## config.mk

```make
export PLATFORM = sky130hd
export DESIGN_NAME = blk_xfer_engine
export DESIGN_NICKNAME = d
export VERILOG_FILES = /design/src/rtl/blk_xfer_pkg.sv /design/src/rtl/btx_pacer.sv /design/src/rtl/btx_walker.sv /design/src/rtl/btx_sum.sv /design/src/rtl/blk_xfer_engine.sv
export SDC_FILE = /design/constraint.sdc
export NUM_CORES = 1
export LEC_CHECK = 0
export BUFFER_PORTS_ARGS = -buffer_cell sky130_fd_sc_hd__buf_2
export CORE_AREA = 4 4 147 149
export CTS_BUF_LIST = sky130_fd_sc_hd__clkbuf_2
export DETAILED_ROUTE_END_ITERATION = 8
export DIE_AREA = 0 0 151 153
export GPL_TIMING_DRIVEN = 0
export MAX_ROUTING_LAYER = met4
export PLACE_DENSITY = 0.5
export SLEW_MARGIN = 20
export SYNTH_ARGS = -nofsm -noshare
export SYNTH_HDL_FRONTEND = slang
export SYNTH_SLANG_ARGS = --single-unit
```

## constraint.sdc

```tcl
create_clock -name clk -period 2.86 [get_ports clk]
set_input_delay 0.429 -clock clk [delete_from_list [all_inputs] [get_ports clk]]
set_output_delay 0.429 -clock clk [all_outputs]
set_load 0.1 [all_outputs]
```

## src/rtl/blk_xfer_pkg.sv

```systemverilog
// Shared types of the block transfer engine.
// Assumes: nothing beyond the four transfer phases listed here.
package blk_xfer_pkg;
    typedef enum logic [1:0] {
        ST_IDLE  = 2'd0,
        ST_DATA  = 2'd1,
        ST_CKSUM = 2'd2,
        ST_FIN   = 2'd3
    } xfer_state_t;
endpackage

```

## src/rtl/btx_pacer.sv

```systemverilog
// Pacing gate and ready-wait timeout for one transfer.
// Assumes: 'want' is high only while the engine can take a word, so that
// host stalls never count as module wait cycles.
module btx_pacer #(
    parameter int unsigned TMO_W = 8
) (
    input  logic             clk,
    input  logic             rst_n,
    input  logic             active,
    input  logic             async_mode,
    input  logic             want,
    input  logic             mod_ready,
    input  logic [TMO_W-1:0] limit,
    output logic             pace_ok,
    output logic             expire
);
    localparam int unsigned CNT_W = TMO_W + 1;

    logic [TMO_W-1:0] wait_q;
    logic [CNT_W-1:0] next_cnt;
    logic             waiting;

    assign pace_ok  = !async_mode || mod_ready;
    assign waiting  = active && async_mode && want && !mod_ready;
    assign next_cnt = {1'b0, wait_q} + 1'b1;
    assign expire   = waiting && (next_cnt >= {1'b0, limit});

    // Count consecutive wait cycles; any non-waiting cycle restarts the count.
    always_ff @(posedge clk) begin
        if (!rst_n) begin
            wait_q <= '0;
        end else if (waiting && !expire) begin
            wait_q <= next_cnt[TMO_W-1:0];
        end else begin
            wait_q <= '0;
        end
    end
endmodule

```

## src/rtl/btx_walker.sv

```systemverilog
// Remaining-word counter and module sub-address generator.
// Assumes: 'load' and 'step' are never high together.
module btx_walker #(
    parameter int unsigned LEN_W  = 12,
    parameter int unsigned ADDR_W = 5
) (
    input  logic              clk,
    input  logic              rst_n,
    input  logic              load,
    input  logic [LEN_W-1:0]  len,
    input  logic [ADDR_W-1:0] base,
    input  logic              inc,
    input  logic              step,
    output logic [ADDR_W-1:0] addr,
    output logic              last
);
    localparam logic [LEN_W-1:0] ONE_WORD = LEN_W'(1);

    logic [LEN_W-1:0]  remain_q;
    logic [ADDR_W-1:0] addr_q;
    logic              inc_q;

    assign addr = addr_q;
    assign last = (remain_q == ONE_WORD);

    // Load the job on start, then count down and advance per data word.
    always_ff @(posedge clk) begin
        if (!rst_n) begin
            remain_q <= '0;
            addr_q   <= '0;
            inc_q    <= 1'b0;
        end else if (load) begin
            remain_q <= len;
            addr_q   <= base;
            inc_q    <= inc;
        end else if (step) begin
            remain_q <= remain_q - ONE_WORD;
            if (inc_q) begin
                addr_q <= addr_q + 1'b1;
            end
        end
    end
endmodule

```

## src/rtl/btx_sum.sv

```systemverilog
// Running modulo-2^DATA_W sum of the data words of one block.
// Assumes: 'clear' comes with the accepted start, before any 'add'.
module btx_sum #(
    parameter int unsigned DATA_W = 16
) (
    input  logic              clk,
    input  logic              rst_n,
    input  logic              clear,
    input  logic              add,
    input  logic [DATA_W-1:0] word,
    output logic [DATA_W-1:0] sum
);
    logic [DATA_W-1:0] sum_q;

    assign sum = sum_q;

    // Accumulate each moved data word, wrapping at the word width.
    always_ff @(posedge clk) begin
        if (!rst_n) begin
            sum_q <= '0;
        end else if (clear) begin
            sum_q <= '0;
        end else if (add) begin
            sum_q <= sum_q + word;
        end
    end
endmodule

```

## src/rtl/blk_xfer_engine.sv

```systemverilog
// Block transfer engine: setup on start, streaming of the data words with
// clock or ready pacing, then termination with a checksum word.
// Assumes: the module drives mod_rdata for the word at mod_addr in any cycle
// a read strobe can occur; the host stream follows valid/ready rules.
module blk_xfer_engine
    import blk_xfer_pkg::*;
#(
    parameter int unsigned DATA_W = 16,
    parameter int unsigned ADDR_W = 5,
    parameter int unsigned LEN_W  = 12,
    parameter int unsigned TMO_W  = 8
) (
    input  logic              clk,
    input  logic              rst_n,
    input  logic              start,
    input  logic [LEN_W-1:0]  cfg_len,
    input  logic              cfg_dir,
    input  logic              cfg_inc,
    input  logic              cfg_async,
    input  logic [ADDR_W-1:0] cfg_base,
    input  logic [TMO_W-1:0]  cfg_timeout,
    output logic              busy,
    output logic              done,
    output logic              err_cfg,
    output logic              err_cksum,
    output logic              err_timeout,
    output logic [ADDR_W-1:0] mod_addr,
    output logic              mod_strobe,
    output logic              mod_write,
    output logic              mod_cksum,
    output logic [DATA_W-1:0] mod_wdata,
    input  logic [DATA_W-1:0] mod_rdata,
    input  logic              mod_ready,
    output logic              hs_out_valid,
    output logic [DATA_W-1:0] hs_out_data,
    input  logic              hs_out_ready,
    input  logic              hs_in_valid,
    input  logic [DATA_W-1:0] hs_in_data,
    output logic              hs_in_ready
);
    localparam logic [LEN_W-1:0] NO_WORDS = '0;

    xfer_state_t       st_q;
    logic              dir_q, async_q, inc_q;
    logic [TMO_W-1:0]  tmo_q;
    logic              done_q, err_cfg_q, err_cks_q, err_tmo_q;
    logic              ovalid_q;
    logic [DATA_W-1:0] odata_q;

    logic              accept, load, active, in_data_phase, in_cks_phase;
    logic              want, pace_ok, expire, fire, data_fire, last_word;
    logic [DATA_W-1:0] sum, data_word;

    assign accept        = start && (st_q == ST_IDLE);
    assign load          = accept && (cfg_len != NO_WORDS);
    assign in_data_phase = (st_q == ST_DATA);
    assign in_cks_phase  = (st_q == ST_CKSUM);
    assign active        = in_data_phase || in_cks_phase;

    // Decide whether the engine can take a word this cycle, ignoring pacing.
    always_comb begin
        want = 1'b0;
        if (in_cks_phase) begin
            want = 1'b1;
        end else if (in_data_phase) begin
            want = dir_q ? hs_in_valid : (!ovalid_q || hs_out_ready);
        end
    end

    assign fire      = active && want && pace_ok;
    assign data_fire = fire && in_data_phase;
    assign data_word = dir_q ? hs_in_data : mod_rdata;

    btx_pacer #(.TMO_W(TMO_W)) pacer_i (
        .clk(clk), .rst_n(rst_n), .active(active), .async_mode(async_q),
        .want(want), .mod_ready(mod_ready), .limit(tmo_q),
        .pace_ok(pace_ok), .expire(expire)
    );

    btx_walker #(.LEN_W(LEN_W), .ADDR_W(ADDR_W)) walker_i (
        .clk(clk), .rst_n(rst_n), .load(load), .len(cfg_len), .base(cfg_base),
        .inc(cfg_inc), .step(data_fire), .addr(mod_addr), .last(last_word)
    );

    btx_sum #(.DATA_W(DATA_W)) sum_i (
        .clk(clk), .rst_n(rst_n), .clear(load), .add(data_fire),
        .word(data_word), .sum(sum)
    );

    // Phase sequencing, latched job settings, sticky errors and done pulse.
    always_ff @(posedge clk) begin
        if (!rst_n) begin
            st_q      <= ST_IDLE;
            dir_q     <= 1'b0;
            async_q   <= 1'b0;
            inc_q     <= 1'b0;
            tmo_q     <= '0;
            done_q    <= 1'b0;
            err_cfg_q <= 1'b0;
            err_cks_q <= 1'b0;
            err_tmo_q <= 1'b0;
        end else begin
            done_q <= 1'b0;
            unique case (st_q)
                ST_IDLE: begin
                    if (accept) begin
                        err_cfg_q <= (cfg_len == NO_WORDS);
                        err_cks_q <= 1'b0;
                        err_tmo_q <= 1'b0;
                        if (load) begin
                            st_q    <= ST_DATA;
                            dir_q   <= cfg_dir;
                            async_q <= cfg_async;
                            inc_q   <= cfg_inc;
                            tmo_q   <= cfg_timeout;
                        end
                    end
                end
                ST_DATA: begin
                    if (expire) begin
                        err_tmo_q <= 1'b1;
                        st_q      <= ST_FIN;
                    end else if (fire && last_word) begin
                        st_q <= ST_CKSUM;
                    end
                end
                ST_CKSUM: begin
                    if (expire) begin
                        err_tmo_q <= 1'b1;
                        st_q      <= ST_FIN;
                    end else if (fire) begin
                        st_q <= ST_FIN;
                        if (!dir_q && (mod_rdata != sum)) begin
                            err_cks_q <= 1'b1;
                        end
                    end
                end
                ST_FIN: begin
                    if (!ovalid_q) begin
                        st_q   <= ST_IDLE;
                        done_q <= 1'b1;
                    end
                end
                default: st_q <= ST_IDLE;
            endcase
        end
    end

    // One-word host output register: refilled by the module, drained by the host.
    always_ff @(posedge clk) begin
        if (!rst_n) begin
            ovalid_q <= 1'b0;
            odata_q  <= '0;
        end else if (data_fire && !dir_q) begin
            ovalid_q <= 1'b1;
            odata_q  <= mod_rdata;
        end else if (hs_out_ready) begin
            ovalid_q <= 1'b0;
        end
    end

    assign busy         = (st_q != ST_IDLE);
    assign done         = done_q;
    assign err_cfg      = err_cfg_q;
    assign err_cksum    = err_cks_q;
    assign err_timeout  = err_tmo_q;
    assign mod_strobe   = fire;
    assign mod_write    = dir_q;
    assign mod_cksum    = in_cks_phase;
    assign mod_wdata    = in_cks_phase ? sum : hs_in_data;
    assign hs_out_valid = ovalid_q;
    assign hs_out_data  = odata_q;
    assign hs_in_ready  = in_data_phase && dir_q && pace_ok;
endmodule

```

==> impl_metrics.toml <==
[outcome]
outcome = "finished clean"

[setup_path]
sort_of_element_at_the_end_of_the_critical_path = "register"
critical_path_peak_fanout = 10
timing.critical_path.from_type = "register"
critPathKind = "register to register"
arrival_ns = 3.26
critical-path-top-delay-family = "compound AO/OA/AOI/OAI gates"
timing.critical_path.cells = "buf_8 > mux2_2 > ha_4 > inv_1 > fa_1 > nor2b_2 > o211ai_1 > a21boi_2 > o311a_4 > a31oi_4 > or4_1 > nand3_1"
slowest_stage = "dfxtp_4"
timing.critical_path.slowest_cell_delay_ns = 0.40
crit_required_ns = 3.39
worst-path-buf-inv = 2

[logic_synthesis]
synth.area.mux_share_pct = 8.38
synth.ff_latch_count = 75
netlist.area_leader.share_pct = 32.4
post_synth_fa_ha_maj_area_fraction_pct = 9.08
synth_compound_area_share_pct = 17.9
yosys.area.top_type = "dfxtp_1"
synthesis.yosys.warnings = 0
post_synth_xor_area_fraction_pct = 8.32
syn_inst = 558
post_synth_most_frequent_cells = "83 x nand2_1, 75 x dfxtp_1, 64 x a21oi_1"
dominant_combinational_cell_family_by_area_after_synthesis = "simple AND/OR/NAND/NOR gates"
most_common_flop_cell_mapped_by_yosys = "dfxtp_1"
synthesis.area_sq_um = 4630
synth.distinct_cells = 59
postSynthNetCount = 657
synth.area.top_cells = "dfxtp_1 32%, ha_1 8.6%, mux2_2 7.3%, a21oi_1 6.9%, nand2_1 6.7%"
post_synth_and_or_nand_nor_area_fraction_pct = 19.8
synth-async-reset-ratio_pct = 0
synth_area_per_cell_sq_um = 8.30
most_instantiated_library_cell_after_synthesis = "nand2_1"
synth_sequential_area_ratio_pct = 32.4
synth-edff-count = 0

[global_routing]
antenna_found_initial = 0
grt_first_pass_wirelength_um = 24000
grt_pass1_vias = 4344
maximum_number_of_pins_on_one_net_before_global_route_repair = 12
global_route.usage.total_pct = 13.8
grt_remaining_overflow = 0

[worst_hold_path]
hold_path.class = "primary input to register"

[power]
cellPowerDensity_nw_per_um2 = 762
leakage_nw = 2.38
worst_ir_drop_vdd_uv = 366

[clocking]
clock-sinks = 75
cts_htree_levels = 3
clock_latency_ns = 0.56
holdBufCountCts = 0
clock_tree_from_tritoncts = "done"
tritoncts.num_buffers = 9
clk_pin_slew_ns = 0.22
ctsRootBufferMaster = "clkbuf_2"
max-clock-path-buffers = 2

[floorplan]
floorplan.rows = 52
ioPinCount = 113
floorplan.die.height_um = 153
floorplan.initialDensity_pct = 23.0
floorplan.die_area_sq_um = 23100
floorplan.core_area_sq_um = 20200
die_width_um = 151

[sta]
holdWs_ns = 0.0726
report.final.hold_viol_count = 0
worst_slew_pin_slew_ns = 0.615
finalClockSkew_ns = 0.0351
max_clock_freq_mhz = 366
rsz0062_at_grt = "no"
post-route-period-util_pct = 95.5
slew_headroom_pct = 57.9
time_the_worst_path_needs_with_i_o_delays_and_setup_ns = 2.73
final_max_slew_viol_count = 0
layout_setup_ws_ns = 0.130
finalSetupViolations = 0

[final_layout]
register_area_sq_um = 1510
nNetsFinal = 788
post_synthesis_to_final_layout_area_growth_pct = 27.3
finish.instance_area_sq_um = 5900
fillerInstances = 2256
antenna_diode_count = 0
multi_input_gate_area_sq_um = 3070
drive_above_1_share_pct = 29.9

[placed_design]
place_congestion = 0.822
detailed_place_hpwl_um = 12100
io_buffer_count = 112
placedInstanceArea_sq_um = 5550
placement.setup.worst_slack_ns = -0.263

[detailed_routing]
routed_via_density = 4.59
wl_per_cell_um = 16.2
postRouteAntennaNets = 0
dr.pass1.iters = 5
drt-initial-drc-count = 256
totalWireLength_um = 15600
vias = 4424
drcViolationCount = 0

[run]
maxCapViolations = 0
==> state kept, by name, indices dropped and copies added (netlist names), 2 cells and up <==
register,cells
tmo_q,8
pacer_i.wait_q,8
hs_out_data,16
walker_i.remain_q,12
st_q,2
sum_i.sum,16
walker_i.addr,5
==> worst reg2reg max path: cells and delay by family, from the launching register on <==
kind | cells | cell delay [ns]
AO/OA/AOI/OAI | 4 | 0.69
adder cells (fa/ha/maj) | 2 | 0.54
buffers and inverters | 2 | 0.20
flip-flops | 1 | 0.40
multiplexers | 1 | 0.25
AND/OR/NAND/NOR | 3 | 0.66
==> cell type report <==
| type | instances | area share, % |
|---|---|---|
| Buffer | 24 | 2.61 |
| Tap cell | 270 | 5.73 |
| Timing Repair Buffer | 120 | 11.0 |
| Multi-Input combinational cell | 438 | 52.1 |
| Sequential cell | 75 | 25.6 |
| Inverter | 21 | 1.34 |
| Clock buffer | 10 | 0.849 |
| Clock inverter | 5 | 0.764 |
==> timing repair <==
action	4_1_cts	5_1_grt
pin swaps	3	10
endpoints found under the setup margin	24	28
hold endpoints to repair	0	0
buffers inserted	3	5
resized for setup	30	17
==> kinds of logic after synthesis <==
kind of cell	count (synthesis)
buf+inv	45
flops	75
xor+xnor	44
simple gates	192
compound gates	134
fa+ha+maj	33
mux	35
==> placed cells by master (no fill, tap or decap), drive strengths merged, types with 11 or more instances in the layout <==
master	instances
nor2	30
a21oi	64
nand3	14
a211oi	11
ha	32
mux2	30
nand2	84
dfxtp	75
clkbuf	25
o21ai	25
inv	20
buf	129
xnor2	34
==> metrics by stage <==
step           utilization (%)  TNS, ns  std cells  power [mW]
2_1_floorplan                -  -0.0369        558        3.28
3_3_place_gp              27.5    -2.67        940        3.82
3_5_place_dp              27.5    -2.70        940        3.82
4_1_cts                   28.6        0        958        4.49
5_1_grt                   29.2        0        963        4.77
6_report                  29.2        0        963        4.50
==> routing by layer <==
metal / global-route usage, % / wire (um) / part of all wire (%)
met5: - / 0 / 0
met3: 2.37 / 815 / 5.2
met4: 3.76 / 185 / 1.2
met2: 21.6 / 7170 / 46
met1: 18.4 / 7420 / 48
==> path summary, 6_finish.rpt <==
kind                   start              end  slack, ns  depth (start not counted)
max                mod_write    sum_i.sum[12]       0.13                         12
min                  cfg_dir        mod_write       0.07                          3
max reg2reg        mod_write    sum_i.sum[12]       0.13                         12
min reg2reg  hs_out_data[14]  hs_out_data[14]       0.46                          2
==> power by group <==
group | switching (mW) | internal (mW)
Combinational | 1.84 | 0.733
Clock | 0.393 | 0.190
Sequential | 0.142 | 1.20
Total | 2.38 | 2.12
Power figures use the tool's default switching activity.
